--- config.mk ---
export PLATFORM = sky130hd
export DESIGN_NAME = lsosc_ctrl
export DESIGN_NICKNAME = d
export VERILOG_FILES = /design/src/rtl/lsosc_pkg.sv /design/src/rtl/lsosc_sync.sv /design/src/rtl/lsosc_startup.sv /design/src/rtl/lsosc_regs.sv /design/src/rtl/lsosc_ctrl.sv
export SDC_FILE = /design/constraint.sdc
export NUM_CORES = 1
export LEC_CHECK = 0
export CAP_MARGIN = 15
export CORE_UTILIZATION = 39
export DETAILED_ROUTE_END_ITERATION = 8
export PLACE_DENSITY_LB_ADDON = 0.15
export REMOVE_ABC_BUFFERS = 1
export SYNTH_ARGS = -nofsm -noshare
export SYNTH_HDL_FRONTEND = slang
export SYNTH_HIERARCHICAL = 1
export SYNTH_SLANG_ARGS = --single-unit
--- constraint.sdc ---
create_clock -name clk -period 1.4 [get_ports clk]
set_clock_uncertainty 0.1 [all_clocks]
set_input_delay 0.28 -clock clk [delete_from_list [all_inputs] [get_ports clk]]
set_output_delay 0.28 -clock clk [all_outputs]
set_load 0.03 [all_outputs]
--- src/rtl/lsosc_pkg.sv ---
package lsosc_pkg;
   localparam int unsigned ADR_CTRL = 0;
   localparam int unsigned ADR_STAT = 1;

   localparam int unsigned B_ON   = 0;
   localparam int unsigned B_BYP  = 1;
   localparam int unsigned B_IE   = 2;

   localparam int unsigned B_RDY  = 0;
   localparam int unsigned B_BACT = 1;
   localparam int unsigned B_IRQ  = 2;

   typedef struct packed {
      logic ie;
      logic byp;
      logic on;
   } lsosc_ctl_t;
endpackage

--- src/rtl/lsosc_sync.sv ---
module lsosc_sync #(
   parameter int unsigned STAGES = 2
) (
   input  logic clk,
   input  logic rst_n,
   input  logic d_i,
   output logic q_o
);
   logic [STAGES-1:0] chain_q;

   genvar gi;
   generate
      for (gi = 0; gi < STAGES; gi++) begin : g_stage
         if (gi == 0) begin : g_first
            always_ff @(posedge clk or negedge rst_n) begin
               if (!rst_n) chain_q[gi] <= 1'b0;
               else        chain_q[gi] <= d_i;
            end
         end else begin : g_next
            always_ff @(posedge clk or negedge rst_n) begin
               if (!rst_n) chain_q[gi] <= 1'b0;
               else        chain_q[gi] <= chain_q[gi-1];
            end
         end
      end
   endgenerate

   assign q_o = chain_q[STAGES-1];
endmodule

--- src/rtl/lsosc_startup.sv ---
module lsosc_startup #(
   parameter int unsigned START_EDGES = 16,
   parameter int unsigned BYP_EDGES   = 4
) (
   input  logic clk,
   input  logic rst_n,
   input  logic on_i,
   input  logic byp_act_i,
   input  logic edge_i,
   output logic ready_o,
   output logic rise_o
);
   localparam int unsigned CNT_W = $clog2(START_EDGES + 1);
   localparam logic [CNT_W-1:0] LAST_START = CNT_W'(START_EDGES - 1);
   localparam logic [CNT_W-1:0] LAST_BYP   = CNT_W'(BYP_EDGES - 1);

   logic [CNT_W-1:0] cnt_q;
   logic [CNT_W-1:0] last;
   logic             ready_q;
   logic             at_last;

   generate
      if (START_EDGES == BYP_EDGES) begin : g_one_limit
         assign last = LAST_START;
      end else begin : g_two_limits
         assign last = byp_act_i ? LAST_BYP : LAST_START;
      end
   endgenerate

   assign at_last = (cnt_q == last);
   assign rise_o  = on_i & edge_i & ~ready_q & at_last;

   always_ff @(posedge clk or negedge rst_n) begin
      if (!rst_n) begin
         cnt_q   <= '0;
         ready_q <= 1'b0;
      end else if (!on_i) begin
         cnt_q   <= '0;
         ready_q <= 1'b0;
      end else if (edge_i && !ready_q) begin
         if (at_last) ready_q <= 1'b1;
         else         cnt_q   <= cnt_q + 1'b1;
      end
   end

   assign ready_o = ready_q;
endmodule

--- src/rtl/lsosc_regs.sv ---
module lsosc_regs
   import lsosc_pkg::*;
#(
   parameter int unsigned ADDR_W = 2,
   parameter int unsigned DATA_W = 8
) (
   input  logic              clk,
   input  logic              rst_n,
   input  logic              we_i,
   input  logic [ADDR_W-1:0] addr_i,
   input  logic [DATA_W-1:0] wdata_i,
   output logic [DATA_W-1:0] rdata_o,
   input  logic              ready_i,
   input  logic              rise_i,
   output lsosc_ctl_t        ctl_o,
   output logic              byp_act_o,
   output logic              irq_o
);
   lsosc_ctl_t ctl_q;
   logic       irq_q;
   logic       wr_ctrl;
   logic       wr_stat;
   logic       unused_wbits;

   assign wr_ctrl      = we_i && (addr_i == ADDR_W'(ADR_CTRL));
   assign wr_stat      = we_i && (addr_i == ADDR_W'(ADR_STAT));
   assign unused_wbits = ^wdata_i[DATA_W-1:3];
   assign byp_act_o    = ctl_q.on & ctl_q.byp;

   always_ff @(posedge clk or negedge rst_n) begin
      if (!rst_n) begin
         ctl_q <= '0;
      end else if (wr_ctrl) begin
         ctl_q.on  <= wdata_i[B_ON];
         ctl_q.byp <= wdata_i[B_BYP];
         ctl_q.ie  <= wdata_i[B_IE];
      end
   end

   always_ff @(posedge clk or negedge rst_n) begin
      if (!rst_n)                       irq_q <= 1'b0;
      else if (rise_i && ctl_q.ie)      irq_q <= 1'b1;
      else if (wr_stat && wdata_i[B_IRQ]) irq_q <= 1'b0;
   end

   always_comb begin
      rdata_o = '0;
      if (addr_i == ADDR_W'(ADR_CTRL)) begin
         rdata_o[B_ON] = ctl_q.on;
         rdata_o[B_BYP] = ctl_q.byp;
         rdata_o[B_IE] = ctl_q.ie;
      end else if (addr_i == ADDR_W'(ADR_STAT)) begin
         rdata_o[B_RDY]  = ready_i;
         rdata_o[B_BACT] = byp_act_o;
         rdata_o[B_IRQ]  = irq_q;
      end
   end

   assign ctl_o = ctl_q;
   assign irq_o = irq_q;
endmodule

--- src/rtl/lsosc_ctrl.sv ---
module lsosc_ctrl
   import lsosc_pkg::*;
#(
   parameter int unsigned ADDR_W      = 2,
   parameter int unsigned DATA_W      = 8,
   parameter int unsigned SYNC_STAGES = 2,
   parameter int unsigned START_EDGES = 16,
   parameter int unsigned BYP_EDGES   = 4
) (
   input  logic              clk,
   input  logic              rst_n,
   input  logic              osc_clk_i,
   input  logic              bus_we,
   input  logic [ADDR_W-1:0] bus_addr,
   input  logic [DATA_W-1:0] bus_wdata,
   output logic [DATA_W-1:0] bus_rdata,
   output logic              clk_en_o,
   output logic              rdy_o,
   output logic              irq_o
);
   initial begin
      if (DATA_W < 3)                 $error("lsosc_ctrl: DATA_W must be at least 3");
      if (ADDR_W < 1)                 $error("lsosc_ctrl: ADDR_W must be at least 1");
      if (SYNC_STAGES < 2)            $error("lsosc_ctrl: SYNC_STAGES must be at least 2");
      if (START_EDGES < 2)            $error("lsosc_ctrl: START_EDGES must be at least 2");
      if (BYP_EDGES < 1)              $error("lsosc_ctrl: BYP_EDGES must be at least 1");
      if (BYP_EDGES > START_EDGES)    $error("lsosc_ctrl: BYP_EDGES must not exceed START_EDGES");
   end

   lsosc_ctl_t ctl;
   logic       osc_s;
   logic       osc_d;
   logic       osc_edge;
   logic       byp_act;
   logic       ready_q;
   logic       ready_rise;
   logic       ctl_on;
   logic       ctl_ie;
   logic       stat_clr;

   lsosc_sync #(.STAGES(SYNC_STAGES)) i_sync (
      .clk   (clk),
      .rst_n (rst_n),
      .d_i   (osc_clk_i),
      .q_o   (osc_s)
   );

   always_ff @(posedge clk or negedge rst_n) begin
      if (!rst_n) osc_d <= 1'b0;
      else        osc_d <= osc_s;
   end
   assign osc_edge = osc_s & ~osc_d;

   lsosc_startup #(.START_EDGES(START_EDGES), .BYP_EDGES(BYP_EDGES)) i_startup (
      .clk       (clk),
      .rst_n     (rst_n),
      .on_i      (ctl.on),
      .byp_act_i (byp_act),
      .edge_i    (osc_edge),
      .ready_o   (ready_q),
      .rise_o    (ready_rise)
   );

   lsosc_regs #(.ADDR_W(ADDR_W), .DATA_W(DATA_W)) i_regs (
      .clk       (clk),
      .rst_n     (rst_n),
      .we_i      (bus_we),
      .addr_i    (bus_addr),
      .wdata_i   (bus_wdata),
      .rdata_o   (bus_rdata),
      .ready_i   (ready_q),
      .rise_i    (ready_rise),
      .ctl_o     (ctl),
      .byp_act_o (byp_act),
      .irq_o     (irq_o)
   );

   assign ctl_on   = ctl.on;
   assign ctl_ie   = ctl.ie;
   assign stat_clr = bus_we && (bus_addr == ADDR_W'(ADR_STAT)) && bus_wdata[B_IRQ];
   assign clk_en_o = ready_q & osc_edge;
   assign rdy_o    = ready_q;
endmodule

Word level (Yosys, flattened, before mapping)
Index checks and enable logic that the tools add are counted.
Word-level totals
  flip-flop bits (word level): 13
  latch bits: 0
  bits in writable memories: 0
  bits in read-only memories: 0
  word-level logic and storage cells: 44
  memories: 0
Operators by class
  $add $sub $neg: 1
  multiply operators: 0
  divide/modulo/power cells: 0
  $lt $le $gt $ge: 0
  eq/ne operators: 5
  shifts and indexed selects: 0
  multiplexer cells: 11
  bitwise operators: 8
  reductions and logical operators: 10
Operators with widths (number)
  2-to-1 mux 5 bit: 3
  bitwise AND 1 bit: 6
  2-to-1 mux 3 bit: 2
  != test 2 bit (second input constant): 3
  adder 5 x 1 -> 5 bit (second input constant): 1
  == test 5 bit: 1
  logical AND 1 bit: 5
  2-to-1 mux 1 bit: 5
  2-to-1 mux 4 bit: 1
  AND reduction 2 bit: 2
  == test 2 x 1 -> 1 bit (second input constant): 1
  logical NOT 2 bit: 1
  NOT 1 bit: 2
  nonzero test 2 bit: 1
  logical NOT 1 bit: 1

Longest topological paths before layout
  word-level depth: 7
  gate-level depth with buffers: 5

By module
Netlist, hierarchy kept.
By module, submodules not included
  lsosc_startup: times used 1, cells an instance 40, area each 384.1 µm²
  lsosc_regs: times used 1, cells an instance 23, area each 259.0 µm²
  lsosc_sync: times used 1, cells an instance 2, area each 50.0 µm²
  lsosc_ctrl: times used 1, cells an instance 3, area each 40.0 µm²

Worst setup path after synthesis
Ideal clock, no wire load.
  path kind: reg2out
  start: register i_regs.ctl_q (netlist bit i_regs/ctl_o[0])
  end: output port bus_rdata[1]
  arrival: 1161 ps
  required time: 1020 ps
  slack: -141 ps
  cell stages (with the launch flop): 3
  path through: dfrtp_1 nor2b_1 nor3b_1
On the way
  word-level cells in the longest chain between the ends: 3
RTL lines
  start: declaration: line lsosc_regs.sv:19  | lsosc_ctl_t ctl_q;
  bitwise AND 1 bit: line lsosc_regs.sv:28  | assign byp_act_o = ctl_q.on & ctl_q.byp;
  2-to-1 mux 3 bit: line lsosc_regs.sv:52  | end else if (addr_i == ADDR_W'(ADR_STAT)) begin
  2-to-1 mux 3 bit: line lsosc_regs.sv:48  | if (addr_i == ADDR_W'(ADR_CTRL)) begin
  end: declaration: line lsosc_ctrl.sv:16  | output logic [DATA_W-1:0] bus_rdata,
No other way between the ends.

Worst setup path after layout
  start: register i_regs.ctl_q (netlist bit i_regs/ctl_o[0])
  end: register i_regs.irq_q (netlist: i_regs/irq_o)
On the way
  word-level cells in the longest chain between the ends: 6
RTL lines
  bitwise AND 1 bit *: line lsosc_regs.sv:28
  net byp_act: line lsosc_ctrl.sv:34  | logic byp_act;
  2-to-1 mux 4 bit *: line lsosc_startup.sv:26  | assign last = byp_act_i ? LAST_BYP : LAST_START;
  == test 5 bit *: line lsosc_startup.sv:30  | assign at_last = (cnt_q == last);
  bitwise AND 1 bit *: line lsosc_startup.sv:31  | assign rise_o = on_i & edge_i & ~ready_q & at_last;
  net ready_rise: line lsosc_ctrl.sv:36  | logic ready_rise;
  logical AND 1 bit *: line lsosc_regs.sv:42  | else if (rise_i && ctl_q.ie) irq_q <= 1'b1;
  2-to-1 mux 1 bit / nonzero test 2 bit (equally long branches)
  end signal: assignment: line lsosc_regs.sv:41  | if (!rst_n) irq_q <= 1'b0;
  end signal: assignment: line lsosc_regs.sv:42
  end signal: assignment: line lsosc_regs.sv:43  | else if (wr_stat && wdata_i[B_IRQ]) irq_q <= 1'b0;
  end: declaration: line lsosc_regs.sv:20  | logic irq_q;
The timed path passes the listed nets; every way through them passes the cells marked *.
A chain may end at the register's enable or synchronous reset.

==> metrics.md <==
| Metric | Value |
|---|---|
| Cell Area, Placed | `983 sq um` |
| Most frequent cell after synthesis | `dfrtp_1` |
| Worst hold path type | `input port to async pin` |
| Initial Util | `0.420` |
| Cts hold-fix bufs | `0` |
| Failing checks | `negative setup slack` |
| Asr flop ratio synth | `1.00` |
| Die W | `45.4 um` |
| Synth area leader | `dfrtp_1` |
| Number of setup violations in the final report | `9` |
| Syn Inst Count | `68` |
| IO Count | `25` |
| R2r endpoint | `i_regs/irq_o$_DFFE_PN0P_` |
| Setup WS post-layout | `-143 ps` |
| Port bufs | `14` |
| CP endpoint kind | `flop` |
| Clk slew on worst S/H paths | `80 ps` |
| First-pass GRT wire length | `2.42 mm` |
| Synth cell count leaders | `13 x dfrtp_1, 5 x buf_4, 4 x nor2_1` |
| Yosys top cell area share | `0.444` |
| CTS Sinks | `13` |
| Final Cycle Share | `1.10` |
| DP HPWL | `1.07 mm` |
| Pre-CTS setup slack | `-345 ps` |
| Critical Path Fanout Max | `4` |
| Antenna violations before repair | `0` |
| Total GRT Usage | `0.167` |
| Std-Cell Rows | `15` |
| Final Wtd Congestion | `0.783` |
| FMAX | `648 MHz` |
| CTS buffer count | `3` |
| Die area | `2060 sq um` |
| DR vias | `634` |
| Setup TNS | `-944 ps` |
| Placed insts | `121` |
| DRT iter0 DRCs | `4` |
| Crit start category | `flop` |
| Core Region | `1750 sq um` |
| NumNets Final | `125` |
| Max Cap Violations | `0` |
| GRT overflow | `0` |
| Final core utilization | `0.652` |
| Fin cells | `134` |
| Register bit total from synthesis | `13` |
| Clock root buffer | `clkbuf_4` |
| Largest net degree at the start of global routing | `14` |
| CTS tree | `done` |
| Pleak | `0.522 nW` |
| Slew Viols, Final | `0` |
| Post-route ant nets | `0` |
| Post-synth EDFFs | `0` |
| Post-synth design cell area | `733 sq um` |
| Clock tree buffer depth | `2` |
| Area contributors post-synth | `dfrtp_1 44%, buf_4 5.1%, mux2_1 4.6%, nand3b_1 3.1%, mux2i_1 2.7%` |
| Final hold violation count | `0` |
| R2r startpoint | `i_regs/ctl_o[0]$_DFFE_PN0P_` |
| Die height | `45.4 um` |
| Yosys Warn Count | `6` |
| DR vias/cell | `4.73` |
| Status | `complete, but fails checks` |
| Cell area after layout | `1140 sq um` |
| DR WL/cell | `10.9 um` |
| Worst-case reg-to-reg path depth | `5` |
| Count of cell types in the netlist | `35` |
| Post-route DRC violation count | `0` |
| Diode count | `0` |
| Unrepaired setup endpoints after global routing | `true` |
| Crit path DAT | `1650 ps` |
| Share of cells above drive strength 1 | `0.413` |
| Max IR drop VDD | `0.000527 V` |
| Syn avg cell area | `10.8 sq um` |
| Fillers | `148` |
| PwrDens | `824 nW/um^2` |
| Critical Path RT | `1510 ps` |
| Reg2reg setup slack | `-140 ps` |
| Layout overhead on the synthesized area | `55.3%` |
| Clk Latency, worst-skew pair | `260 ps` |
| Fin crit period | `1540 ps` |
| Top FF cell, synth | `dfrtp_1` |
| Register area share after synthesis | `0.444` |
| Final wirelength | `1.46 mm` |
| # H-tree levels | `1` |
| Vias in the first global route | `578` |
| Initial DRT Pass Iterations | `2` |
| Critical path type | `flop to flop` |
-- what timing repair did --
item                                    4_1_cts  5_1_grt
resized for setup                             8       11
endpoints found under the setup margin       10       11
setup buffers                                 4        5
pin swaps                                     2        5
-- logic make-up (layout without fill, tap and decap cells) --
family | after synthesis | in the layout | share of synthesized area
buffers and inverters | 7 | 44 | 0.0614
multiplexers | 5 | 5 | 0.0734
adder cells (fa/ha/maj) | 1 | 1 | 0.0171
other | 1 | 5 | 0.00511
flip-flops | 13 | 13 | 0.444
AO/OA/AOI/OAI | 12 | 12 | 0.126
AND/OR/NAND/NOR | 29 | 29 | 0.273
-- where the power goes --
part	total, W	internal [W]	switching, W	leakage, nW
Clock	0.000223	0.000110	0.000113	0.0150
Combinational	0.000299	0.000167	0.000132	0.339
Sequential	0.000416	0.000401	0.0000147	0.168
-- worst max path at each step --
stage | start | endpoint | slack (ps) | cells after the start
after floorplan | i_regs/ctl_o[0]$_DFFE_PN0P_ | bus_rdata[1] | -300 | 2
after global placement | bus_addr[0] | bus_rdata[1] | -340 | 4
after detailed placement | bus_addr[0] | bus_rdata[1] | -340 | 4
after CTS | i_regs/ctl_o[0]$_DFFE_PN0P_ | i_regs/irq_o$_DFFE_PN0P_ | -140 | 5
after global routing | i_regs/ctl_o[0]$_DFFE_PN0P_ | bus_rdata[1] | -200 | 4
final | i_regs/ctl_o[0]$_DFFE_PN0P_ | i_regs/irq_o$_DFFE_PN0P_ | -140 | 5
-- state kept, by name, summed over array words and instances (netlist names) --
| signal | count |
|---|---|
| i_startup/ready_o | 1 |
| i_startup/cnt_q | 5 |
| osc_d | 1 |
| i_regs/ctl_o | 3 |
| i_sync/chain_q | 1 |
| i_regs/irq_o | 1 |
| i_sync/q_o | 1 |
-- layer usage --
layer / global-route usage / routed length (um) / share of wire
met5: 0 / 0 / 0
met4: 0.0727 / 10 / 0.0069
met3: 0.0360 / 46 / 0.032
met2: 0.275 / 711 / 0.49
met1: 0.209 / 690 / 0.47
-- placed cells by master, fill, tap and decap left out, drive strengths merged, types with 3 or more instances in the layout --
| cell type | instances |
|---|---|
| mux2 | 3 |
| buf | 31 |
| nor2 | 5 |
| nand2b | 3 |
| clkbuf | 4 |
| clkdlybuf4s50 | 6 |
| nand3b | 3 |
| conb | 5 |
| dfrtp | 13 |
| nor2b | 3 |
-- final cells by class --
cell class	count	area, sq um	area share
Multi-Input combinational cell	52	418	0.367
Sequential cell	13	325	0.286
Inverter	1	3.75	0.00330
Clock buffer	4	26.3	0.0231
Tap cell	25	31.3	0.0275
Timing Repair Buffer	39	334	0.293
-- critical path, cell delays in order, from the launching register on --
cell and delay (ps):
dfrtp_1 360, and2_4 150, or3b_4 400, a21o_4 240, nor2_4 110, a22o_1 130
-- through the flow --
step	power (W)	hold WS, ps
finish	0.000938	215
CTS	0.000899	217
global placement	0.000644	241
floorplan	0.000535	-116
detailed placement	0.000648	247
global route	0.00100	225
No activity file was read; power rests on OpenSTA's default activity.
